$ cat src/rtl/burst_pkg.sv
package burst_pkg;

  typedef enum logic {
    SCH_IDLE = 1'b0,
    SCH_RUN  = 1'b1
  } sched_state_e;

  function automatic int unsigned max_of(input int unsigned a, input int unsigned b);
    return (a > b) ? a : b;
  endfunction

endpackage

$ cat src/rtl/burst_sched.sv
module burst_sched
  import burst_pkg::*;
#(
  parameter int unsigned LEN_W     = 4,
  parameter int unsigned PEN_W     = 16,
  parameter int unsigned ADDR_CYC  = 1,
  parameter int unsigned FIRST_CYC = 50,
  parameter int unsigned NEXT_CYC  = 10,
  parameter int unsigned RET_CYC   = 1
) (
  input  logic             clk,
  input  logic             rst_n,
  input  logic             req_i,
  input  logic [LEN_W-1:0] len_i,
  output logic             busy_o,
  output logic             start_o,
  output logic             step_o,
  output logic             last_step_o,
  output logic [PEN_W-1:0] pen_o
);

  localparam int unsigned LAT0   = ADDR_CYC + FIRST_CYC + RET_CYC;
  localparam int unsigned WAIT_W = $clog2(max_of(LAT0, NEXT_CYC)) + 1;

  sched_state_e     st_q, st_d;
  logic [WAIT_W-1:0] wait_q, wait_d;
  logic [LEN_W-1:0]  left_q, left_d;
  logic [LEN_W-1:0]  nwords_q, nwords_d;
  logic [PEN_W-1:0]  cyc_q, cyc_d;
  logic [PEN_W-1:0]  pen_q, pen_d;
  logic              accept, step, last_step, run;

  always_comb begin
    run       = (st_q == SCH_RUN);
    accept    = req_i && !run;
    step      = run && (wait_q == '0);
    last_step = step && (left_q == LEN_W'(1));
    st_d      = st_q;
    wait_d    = wait_q;
    left_d    = left_q;
    nwords_d  = nwords_q;
    cyc_d     = cyc_q;
    pen_d     = pen_q;
    if (accept) begin
      st_d     = SCH_RUN;
      wait_d   = WAIT_W'(LAT0 - 1);
      left_d   = (len_i == '0) ? LEN_W'(1) : len_i;
      nwords_d = (len_i == '0) ? LEN_W'(1) : len_i;
      cyc_d    = PEN_W'(1);
    end else if (run) begin
      cyc_d = cyc_q + PEN_W'(1);
      if (step) begin
        left_d = left_q - LEN_W'(1);
        wait_d = WAIT_W'(NEXT_CYC - 1);
        if (last_step) begin
          st_d  = SCH_IDLE;
          pen_d = cyc_q;
        end
      end else begin
        wait_d = wait_q - WAIT_W'(1);
      end
    end
  end

  always_ff @(posedge clk or negedge rst_n) begin
    if (!rst_n) begin
      st_q     <= SCH_IDLE;
      wait_q   <= '0;
      left_q   <= '0;
      nwords_q <= '0;
      cyc_q    <= '0;
      pen_q    <= '0;
    end else begin
      st_q     <= st_d;
      wait_q   <= wait_d;
      left_q   <= left_d;
      nwords_q <= nwords_d;
      cyc_q    <= cyc_d;
      pen_q    <= pen_d;
    end
  end

  assign busy_o      = run;
  assign start_o     = accept;
  assign step_o      = step;
  assign last_step_o = last_step;
  assign pen_o       = pen_q;

  assert_wait_bound_R3: assert property (@(posedge clk) disable iff (!rst_n)
    wait_q <= WAIT_W'(max_of(LAT0, NEXT_CYC) - 1));

  assert_busy_ignore_R8: assert property (@(posedge clk) disable iff (!rst_n)
    (run && !last_step) |=> (run && $stable(nwords_q)));

  assert_pen_value_R7: assert property (@(posedge clk) disable iff (!rst_n)
    last_step |=> pen_q == PEN_W'(LAT0) + (PEN_W'(nwords_q) - PEN_W'(1)) * PEN_W'(NEXT_CYC));

  assert_accept_busy_R2: assert property (@(posedge clk) disable iff (!rst_n)
    accept |=> run);

endmodule

$ cat config.mk
export PLATFORM = sky130hd
export DESIGN_NAME = burst_sched
export DESIGN_NICKNAME = d
export VERILOG_FILES = /design/src/rtl/burst_pkg.sv /design/src/rtl/burst_sched.sv
export SDC_FILE = /design/constraint.sdc
export NUM_CORES = 1
export LEC_CHECK = 0
export BUFFER_PORTS_ARGS = -buffer_cell sky130_fd_sc_hd__buf_2
export CAP_MARGIN = 25
export CORE_ASPECT_RATIO = 0.9
export CORE_MARGIN = 4
export CORE_UTILIZATION = 56
export CTS_BUF_LIST = sky130_fd_sc_hd__clkbuf_4 sky130_fd_sc_hd__clkbuf_8 sky130_fd_sc_hd__clkbuf_16
export DETAILED_ROUTE_END_ITERATION = 8
export GPL_TIMING_DRIVEN = 0
export PLACE_DENSITY = 0.78
export SLEW_MARGIN = 15
export SYNTH_ARGS = -nofsm -noshare
export SYNTH_HDL_FRONTEND = slang
export SYNTH_SLANG_ARGS = --single-unit
export TNS_END_PERCENT = 100
$ cat constraint.sdc
create_clock -name clk -period 2.4 [get_ports clk]
set_clock_uncertainty 0.1 [all_clocks]
set_input_delay 0.36 -clock clk [delete_from_list [all_inputs] [get_ports clk]]
set_output_delay 0.36 -clock clk [all_outputs]
set_load 0.005 [all_outputs]
==> results of run 1 <==
## state kept, by name, indices dropped and copies added, names as in the netlist
name / flops
cyc_q: 16
busy_o: 1
pen_o: 16
wait_q: 7
left_q: 4
## metal layers
layer	up-vias	track usage (%)	wire length, um
li1	713	-	-
met1	785	27.78	1910
met2	46	33.03	2200
met3	6	6.575	249
met4	0	7.512	65
met5	-	0	0
## cell type report
type / instances / area share [%]
Sequential cell: 44 / 44.76
Clock buffer: 8 / 3.967
Inverter: 10 / 1.729
Multi-Input combinational cell: 116 / 37.08
Buffer: 4 / 1.272
Timing Repair Buffer: 36 / 8.952
Tap cell: 44 / 2.238
## cell usage in the layout (no fill, tap or decap), types with 3 or more instances in the layout
cell type | netlist | layout
a21oi_1 | 4 | 4
a22o_1 | 7 | 7
a31oi_1 | 3 | 3
buf_2 | 0 | 26
buf_4 | 0 | 8
clkbuf_1 | 3 | 3
clkbuf_8 | 0 | 6
dfrtp_1 | 44 | 44
ha_1 | 4 | 3
inv_1 | 9 | 9
mux2_2 | 7 | 7
mux2_4 | 9 | 9
mux2i_1 | 9 | 9
nand2_1 | 17 | 17
nand3_1 | 10 | 10
nand4_1 | 3 | 3
nor2_1 | 7 | 7
nor3_1 | 6 | 6
o21ai_0 | 4 | 4
xnor2_1 | 3 | 3
xor2_1 | 5 | 5
## logic make-up after synthesis
group,Yosys count,synth area share [%]
AO/OA/AOI/OAI,23,7.879
XOR/XNOR,8,3.394
adder cells (fa/ha/maj),4,2.424
buffers and inverters,14,3.151
flip-flops,44,53.33
multiplexers,25,14.73
AND/OR/NAND/NOR,56,15.09
## through the flow
step / setup slack [ns] / std cells / hold WS, ns / setup TNS [ns] / utilization (%)
after floorplan: 0.5008 / 174 / -0.03559 / 0 / -
after global placement: 0.2456 / 244 / 0.3709 / 0 / 65.14
after detailed placement: 0.1813 / 244 / 0.3886 / 0 / 65.14
after CTS: 0.006249 / 254 / 0.1284 / 0 / 68.77
after global routing: -0.01210 / 262 / 0.2059 / -0.01210 / 71.23
final: 0.07088 / 262 / 0.2046 / 0 / 71.23
## critical path: stages (launching register included)
cell	delay [ns]
dfrtp_1	0.41
inv_1	0.10
ha_4	0.16
and3b_2	0.23
nand2_4	0.09
inv_6	0.10
nand3_4	0.09
buf_12	0.16
inv_1	0.08
buf_2	0.12
## timing repair
item	in CTS	in global routing
setup buffers	2	6
gates cloned	0	0
resized for setup	4	1
pin swaps	0	1
hold buffers	0	1
setup endpoints to repair	1	1
endpoints found under the hold margin	0	10
## worst paths after layout
kind	end	slack, ns	cells after the start
min reg2reg	cyc_q[15]	0.40	1
max	last_step_o	0.07	9
max in group asynchronous	left_q[0]	1.39	3
min in group asynchronous	pen_o[14]	0.35	2
min	left_q[0]	0.20	3
max reg2reg	pen_o[5]	0.51	8
## report_power, final
| part | switching [uW] | internal, uW |
|---|---|---|
| sequential | 210 | 905 |
| clock | 248 | 258 |
| combinational | 282 | 306 |
| total | 740 | 1470 |
==> reports/metrics.cfg, run 1 <==
[finish]
fillers = 247
fin_area_mm2 = 0.002460
nets = 228
syn2layout_area_growth_pct = 19.15
drive_above_1_share_pct = 30.28
multi_input_area_um2 = 912.1
diodes = 0
regArea_mm2 = 0.001101

[sta]
hold_viol = 0
final-setup-viol-count = 0
slew_headroom_pct = 54.38
drv_slew = 0
clock.fmax_ghz = 0.4293
period_share_pct = 97.05
tightest_slew_ns = 0.6818
finalCriticalPeriod_ns = 2.329

[yosys]
synth_cell_type_count = 35
synthTopCellsByCount = 44 x dfrtp_1, 17 x nand2_1, 10 x nand3_1
postSynthAreaPerCell_um2 = 11.86
synthCells = 174
netlist.area_leader.share_pct = 53.33
synth_edf_count = 0
yosysTopAreaCell = dfrtp_1
mappedNetlistNets = 185
synth_flop_cell = dfrtp_1
yosys-top-cells-area = dfrtp_1 53%, mux2_4 6.5%, mux2i_1 4.4%
async_flop_share_pct = 100.0
ys_warn_count = 0
seq_area_frac_synth_pct = 53.33
syn-cell-area_mm2 = 0.002064
synth.most_common_cell = dfrtp_1
ys_ff_latch = 44

[status]
outcome = finished clean

[floorplanning]
dieArea_mm2 = 0.004723
io_pins = 27
fp.dieW_um = 72
die_h_um = 65.60
initial_core_util_pct = 59.78
rows = 20
core_mm2 = 0.003453

[routing]
firstDrtPassIters = 4
dr.first_iter.drc_count = 162
vias = 1550
viasPerCell = 5.916
drcViolationCount = 0
wirelength_mm = 4.426
ant_nets = 0
drt-wirelength-per-cell_um = 16.89

[power_and_ir_drop]
p_leak_uw = 0.001307
power_density_mw_per_mm2 = 897.6
peakVddDrop_mv = 0.5509
power_uw = 2208

[clock_tree]
clkSlewWorstSetupHoldPaths_ns = 0.09
cts_max_level = 2
cts_tree = done
cts_root_buf = clkbuf_8
numCtsBuffers = 5
cts_buffer_depth = 2
clock_sinks = 44
insertion_delay_ns = 0.31

[job]
timing.max_cap.violations = 0

[place]
place_congestion = 0.9181
placed_area_mm2 = 0.002250
port_buffers = 26
dp_hpwl_mm = 2.908

[global_routing]
globalRouteOverflowTotal = 0
grt_pass1_wl_mm = 7.569
grt_max_degree = 45
antenna_found_initial = 0
grt_pass1_vias = 1545
grt_usage_pct = 21.14

[critical_path]
path_class = flip-flop to output pin
r2r-start = wait_q[0]
worst-path-max-fanout = 10
startpoint_type = flip-flop
cp.arrival_ns = 1.87
end_kind = output pin
required_ns = 1.94
crit_start = wait_q[0]

[worst_hold_path]
worstHoldPathType = primary input to flip-flop
hp-start = len_i[0]

Power figures use the tool's default switching activity.
==> inputs of run 2 (changes only) <==
- MAX_ROUTING_LAYER: unset -> met4
- REMOVE_ABC_BUFFERS: unset -> 1
==> reports/metrics.cfg, run 2 (same netlist as run 1, synthesis figures left out) <==
[sta]
clock.fmax_ghz = 0.4453
tightest_slew_ns = 0.7020
rsz0062_at_grt = no
finalCriticalPeriod_ns = 2.246
slew_headroom_pct = 53.03
drv_slew = 0
hold_viol = 0
final-setup-viol-count = 0
period_share_pct = 93.57
tns_ns = 0

[clock_tree]
numCtsBuffers = 5
clock_sinks = 44
cts_buffer_depth = 2
cts_root_buf = clkbuf_8
cts_tree = done
insertion_delay_ns = 0.30
cts_max_level = 2
clkSlewWorstSetupHoldPaths_ns = 0.08

[finish]
stdcell_count = 250
syn2layout_area_growth_pct = 13.82
drive_above_1_share_pct = 27.67
layout_commonest_cell = dfrtp_1
diodes = 0
final_cell_mix = 43 x dfrtp_1, 26 x buf_2, 17 x nand2_1, 10 x nand3_1
nets = 217

[routing]
vias = 1466
dr.first_iter.drc_count = 194
drt-wirelength-per-cell_um = 15.83
firstDrtPassIters = 4
viasPerCell = 5.864
drcViolationCount = 0
wirelength_mm = 3.957
ant_nets = 0

[floorplanning]
die_h_um = 65.60
fp.dieW_um = 72
rows = 20
io_pins = 27
initial_core_util_pct = 59.78
core_mm2 = 0.003453
dieArea_mm2 = 0.004723

[power_and_ir_drop]
power_switching_uw = 689.8
p_sw_share_pct = 33.69
p_leak_uw = 0.001250
pwr-share-seq_pct = 54.2
peakVddDrop_mv = 0.5165
pwr-share-clk_pct = 22.2
p_comb_share_pct = 23.6
p_int_uw = 1358
power_density_mw_per_mm2 = 871.4

[place]
place_inst = 240
port_buffers = 26
dp_hpwl_mm = 2.729
place_congestion = 0.7736

[critical_path]
end_kind = output pin
worst-path-max-fanout = 7
r2r-start = wait_q[0]
startpoint_type = flip-flop
r2r_slack_ns = 0.29
required_ns = 1.94
r2r_cells = 8
cp.arrival_ns = 1.79
r2r_end = pen_o[3]
endpoint = last_step_o
crit_start = wait_q[0]
path_class = flip-flop to output pin

[job]
timing.max_cap.violations = 0

[worst_hold_path]
worstHoldPathType = primary input to flip-flop
hp-start = len_i[2]

[global_routing]
grt_pass1_wl_mm = 6.658
grt_usage_pct = 18.69
grt_max_degree = 45
antenna_found_initial = 0
grt_pass1_vias = 1451
globalRouteOverflowTotal = 0

[status]
outcome = finished clean

-- run 2: area by class of cell --
type,count,area (um2)
tap,44,55.05
clock inverter,1,5.005
sequential,44,1102
multi-input combinational,116,900.9
clock buffer,6,76.32
timing repair buffer,29,167.7
fill,269,1104
inverter,10,42.54
-- run 2: worst max-delay path: stages (launching register included) --
cell and delay (ns):
dfrtp_1 0.41, inv_1 0.07, ha_1 0.22, and3b_1 0.28, nand2_4 0.12, inv_6 0.12
nand3_4 0.09, inv_1 0.08, buf_2 0.11
-- run 2: worst min path at each step --
stage | depth (start not counted) | endpoint
CTS | 1 | pen_o[10]
finish | 3 | left_q[2]
detailed placement | 1 | pen_o[2]
global route | 3 | left_q[2]
global placement | 1 | cyc_q[15]
floorplan | 0 | busy_o
-- run 2: stage by stage --
step	cell area, um2	setup WS, ns	total power [uW]	util, %	hold WS [ns]
finish	2350	0.1543	2048	68.04	0.1878
global route	2350	0.06419	2179	68.04	0.2054
CTS	2317	0.04503	2048	67.10	0.1460
detailed placement	2227	-0.0008749	1600	64.49	0.3874
global placement	2227	0.06477	1544	64.49	0.3672
floorplan	2042	0.4122	1449	-	-0.03559
-- run 2: routing by layer --
| metal | vias up | GRT usage, % | share of wire (%) |
|---|---|---|---|
| met5 | - | - | 0 |
| met4 | 0 | 6.808 | 1.6 |
| met3 | 6 | 4.434 | 4.4 |
| met2 | 37 | 29.93 | 48 |
| met1 | 739 | 23.25 | 46 |
| li1 | 684 | - | - |
-- run 2: repair_timing --
item                       4_1_cts  5_1_grt
hold buffers                     0        1
setup endpoints to repair        2        1
setup buffers                    1        0
gates resized for setup          1        1
hold endpoints to repair         0        7
-- run 2: power groups by stage --
stage / clock (uW) / combinational [uW] / sequential [uW]
after global placement: 0 / 443 / 1100
after CTS: 458 / 483 / 1110
final: 455 / 483 / 1110
after detailed placement: 0 / 478 / 1120
after floorplan: 0 / 378 / 1070
after global routing: 495 / 552 / 1130
==> inputs of run 3 (changes only) <==
- CORE_UTILIZATION: 56 -> 55
- PLACE_DENSITY: 0.78 -> 0.77
==> reports/metrics.cfg, run 3 (same netlist as run 1, synthesis figures left out) <==
[power_and_ir_drop]
peakVddDrop_mv = 0.5853
pwr-share-clk_pct = 23.3
p_comb_share_pct = 23.7
p_sw_share_pct = 33.01
power_density_mw_per_mm2 = 886.3
power_switching_uw = 694.8
p_leak_uw = 0.001261
p_int_uw = 1410
pwr-share-seq_pct = 53.0
power_uw = 2105

[routing]
drcViolationCount = 0
drt-wirelength-per-cell_um = 16.27
firstDrtPassIters = 4
wirelength_mm = 4.085
vias = 1473
ant_nets = 0
viasPerCell = 5.869
dr.first_iter.drc_count = 87

[clock_tree]
cts_max_level = 2
cts_root_buf = clkbuf_8
clock_sinks = 44
cts_tree = done
numCtsBuffers = 5
cts_buffer_depth = 2
clkSlewWorstSetupHoldPaths_ns = 0.07
insertion_delay_ns = 0.29

[critical_path]
path_class = flip-flop to output pin
r2r_cells = 8
end_kind = output pin
required_ns = 1.94
cp.arrival_ns = 1.79
worst-path-max-fanout = 7
startpoint_type = flip-flop

[floorplanning]
dieArea_mm2 = 0.004799
rows = 20
initial_core_util_pct = 58.93
fp.dieW_um = 72.58
core_mm2 = 0.003503
die_h_um = 66.12
io_pins = 27

[sta]
fin_ws_ns = 0.1492
whs_ns = 0.1921
drv_slew = 0
final-setup-viol-count = 0
clock.fmax_ghz = 0.4443
rsz0062_at_grt = no
finalCriticalPeriod_ns = 2.251
slew_headroom_pct = 51.16
tightest_slew_ns = 0.7300
tns_ns = 0
hold_viol = 0
period_share_pct = 93.78

[finish]
multi_input_area_um2 = 902.1
layout_commonest_cell = dfrtp_1
drive_above_1_share_pct = 28.50
diodes = 0
final_core_util_pct = 67.79
fillers = 285
final_cell_mix = 43 x dfrtp_1, 26 x buf_2, 17 x nand2_1, 10 x nand3_1
nets = 217
syn2layout_area_growth_pct = 15.03
regArea_mm2 = 0.001102

[place]
dp_hpwl_mm = 2.794
port_buffers = 26
place_ws_ns = -0.02756
place_congestion = 0.8544

[worst_hold_path]
whs_path_depth = 3
worstHoldPathType = primary input to flip-flop

[job]
timing.max_cap.violations = 0

[global_routing]
grt_pass1_vias = 1502
grt_usage_pct = 20.14
antenna_found_initial = 0
grt_max_degree = 45
globalRouteOverflowTotal = 0
grt_pass1_wl_mm = 7.113

[status]
outcome = finished clean

run 3: cell count changes in the layout (fill, tap and decap cells not counted):
cell / previous run / this run
buf_12: 1 / 0
clkbuf_8: 5 / 6
and3b_2: 0 / 1
clkinv_2: 1 / 0
buf_16: 0 / 1
clkbuf_4: 1 / 2
and3b_1: 1 / 0
run 3: worst max-delay path: stages, from the launching register on:
cell and delay, ns:
dfrtp_1 0.42, inv_1 0.07, ha_1 0.23, and3b_2 0.27, nand2_4 0.10, inv_6 0.12
nand3_4 0.09, inv_1 0.08, buf_2 0.11
run 3: power by group through the flow:
stage | Sequential (uW) | Clock [uW] | Combinational, uW
6_report | 1120 | 490 | 499
5_1_grt | 1140 | 547 | 572
4_1_cts | 1110 | 508 | 493
3_5_place_dp | 1120 | 0 | 483
3_3_place_gp | 1100 | 0 | 443
2_1_floorplan | 1070 | 0 | 378
run 3: area by class of cell:
| type | instances | area share, % |
|---|---|---|
| multi-input cells | 116 | 37.99 |
| repair buffers | 29 | 7.376 |
| inverters | 10 | 1.791 |
| well taps | 44 | 2.318 |
| flip-flops and latches | 44 | 46.42 |
| clock buffers | 8 | 4.110 |
run 3: layer usage:
metal	GRT usage (%)	wire, um	vias to the layer above
met4	8.295	55	0
met5	-	0	-
li1	-	-	684
met1	24.56	1814	743
met3	4.711	182	7
met2	32.32	2033	39
run 3: worst paths after layout:
kind	slack, ns	from	to
max in group asynchronous	1.22	rst_n	busy_o
setup / recovery	0.15	wait_q[0]	last_step_o
min in group asynchronous	0.47	rst_n	pen_o[9]
hold / removal	0.19	len_i[2]	left_q[2]
hold reg to reg	0.39	cyc_q[15]	cyc_q[15]
setup reg to reg	0.25	wait_q[0]	pen_o[6]
run 3: through the flow:
step | cell area (um2) | std cells
after floorplan | 2042 | 170
after global placement | 2227 | 240
after detailed placement | 2227 | 240
after CTS | 2333 | 249
after global routing | 2375 | 251
final | 2375 | 251
run 3: repair_timing:
action                                  4_1_cts  5_1_grt
setup buffers                                 1        0
endpoints found under the setup margin        2        2
hold buffers                                  0        1
pin swaps                                     0        0
resized for setup                             1        2
endpoints found under the hold margin         0       21
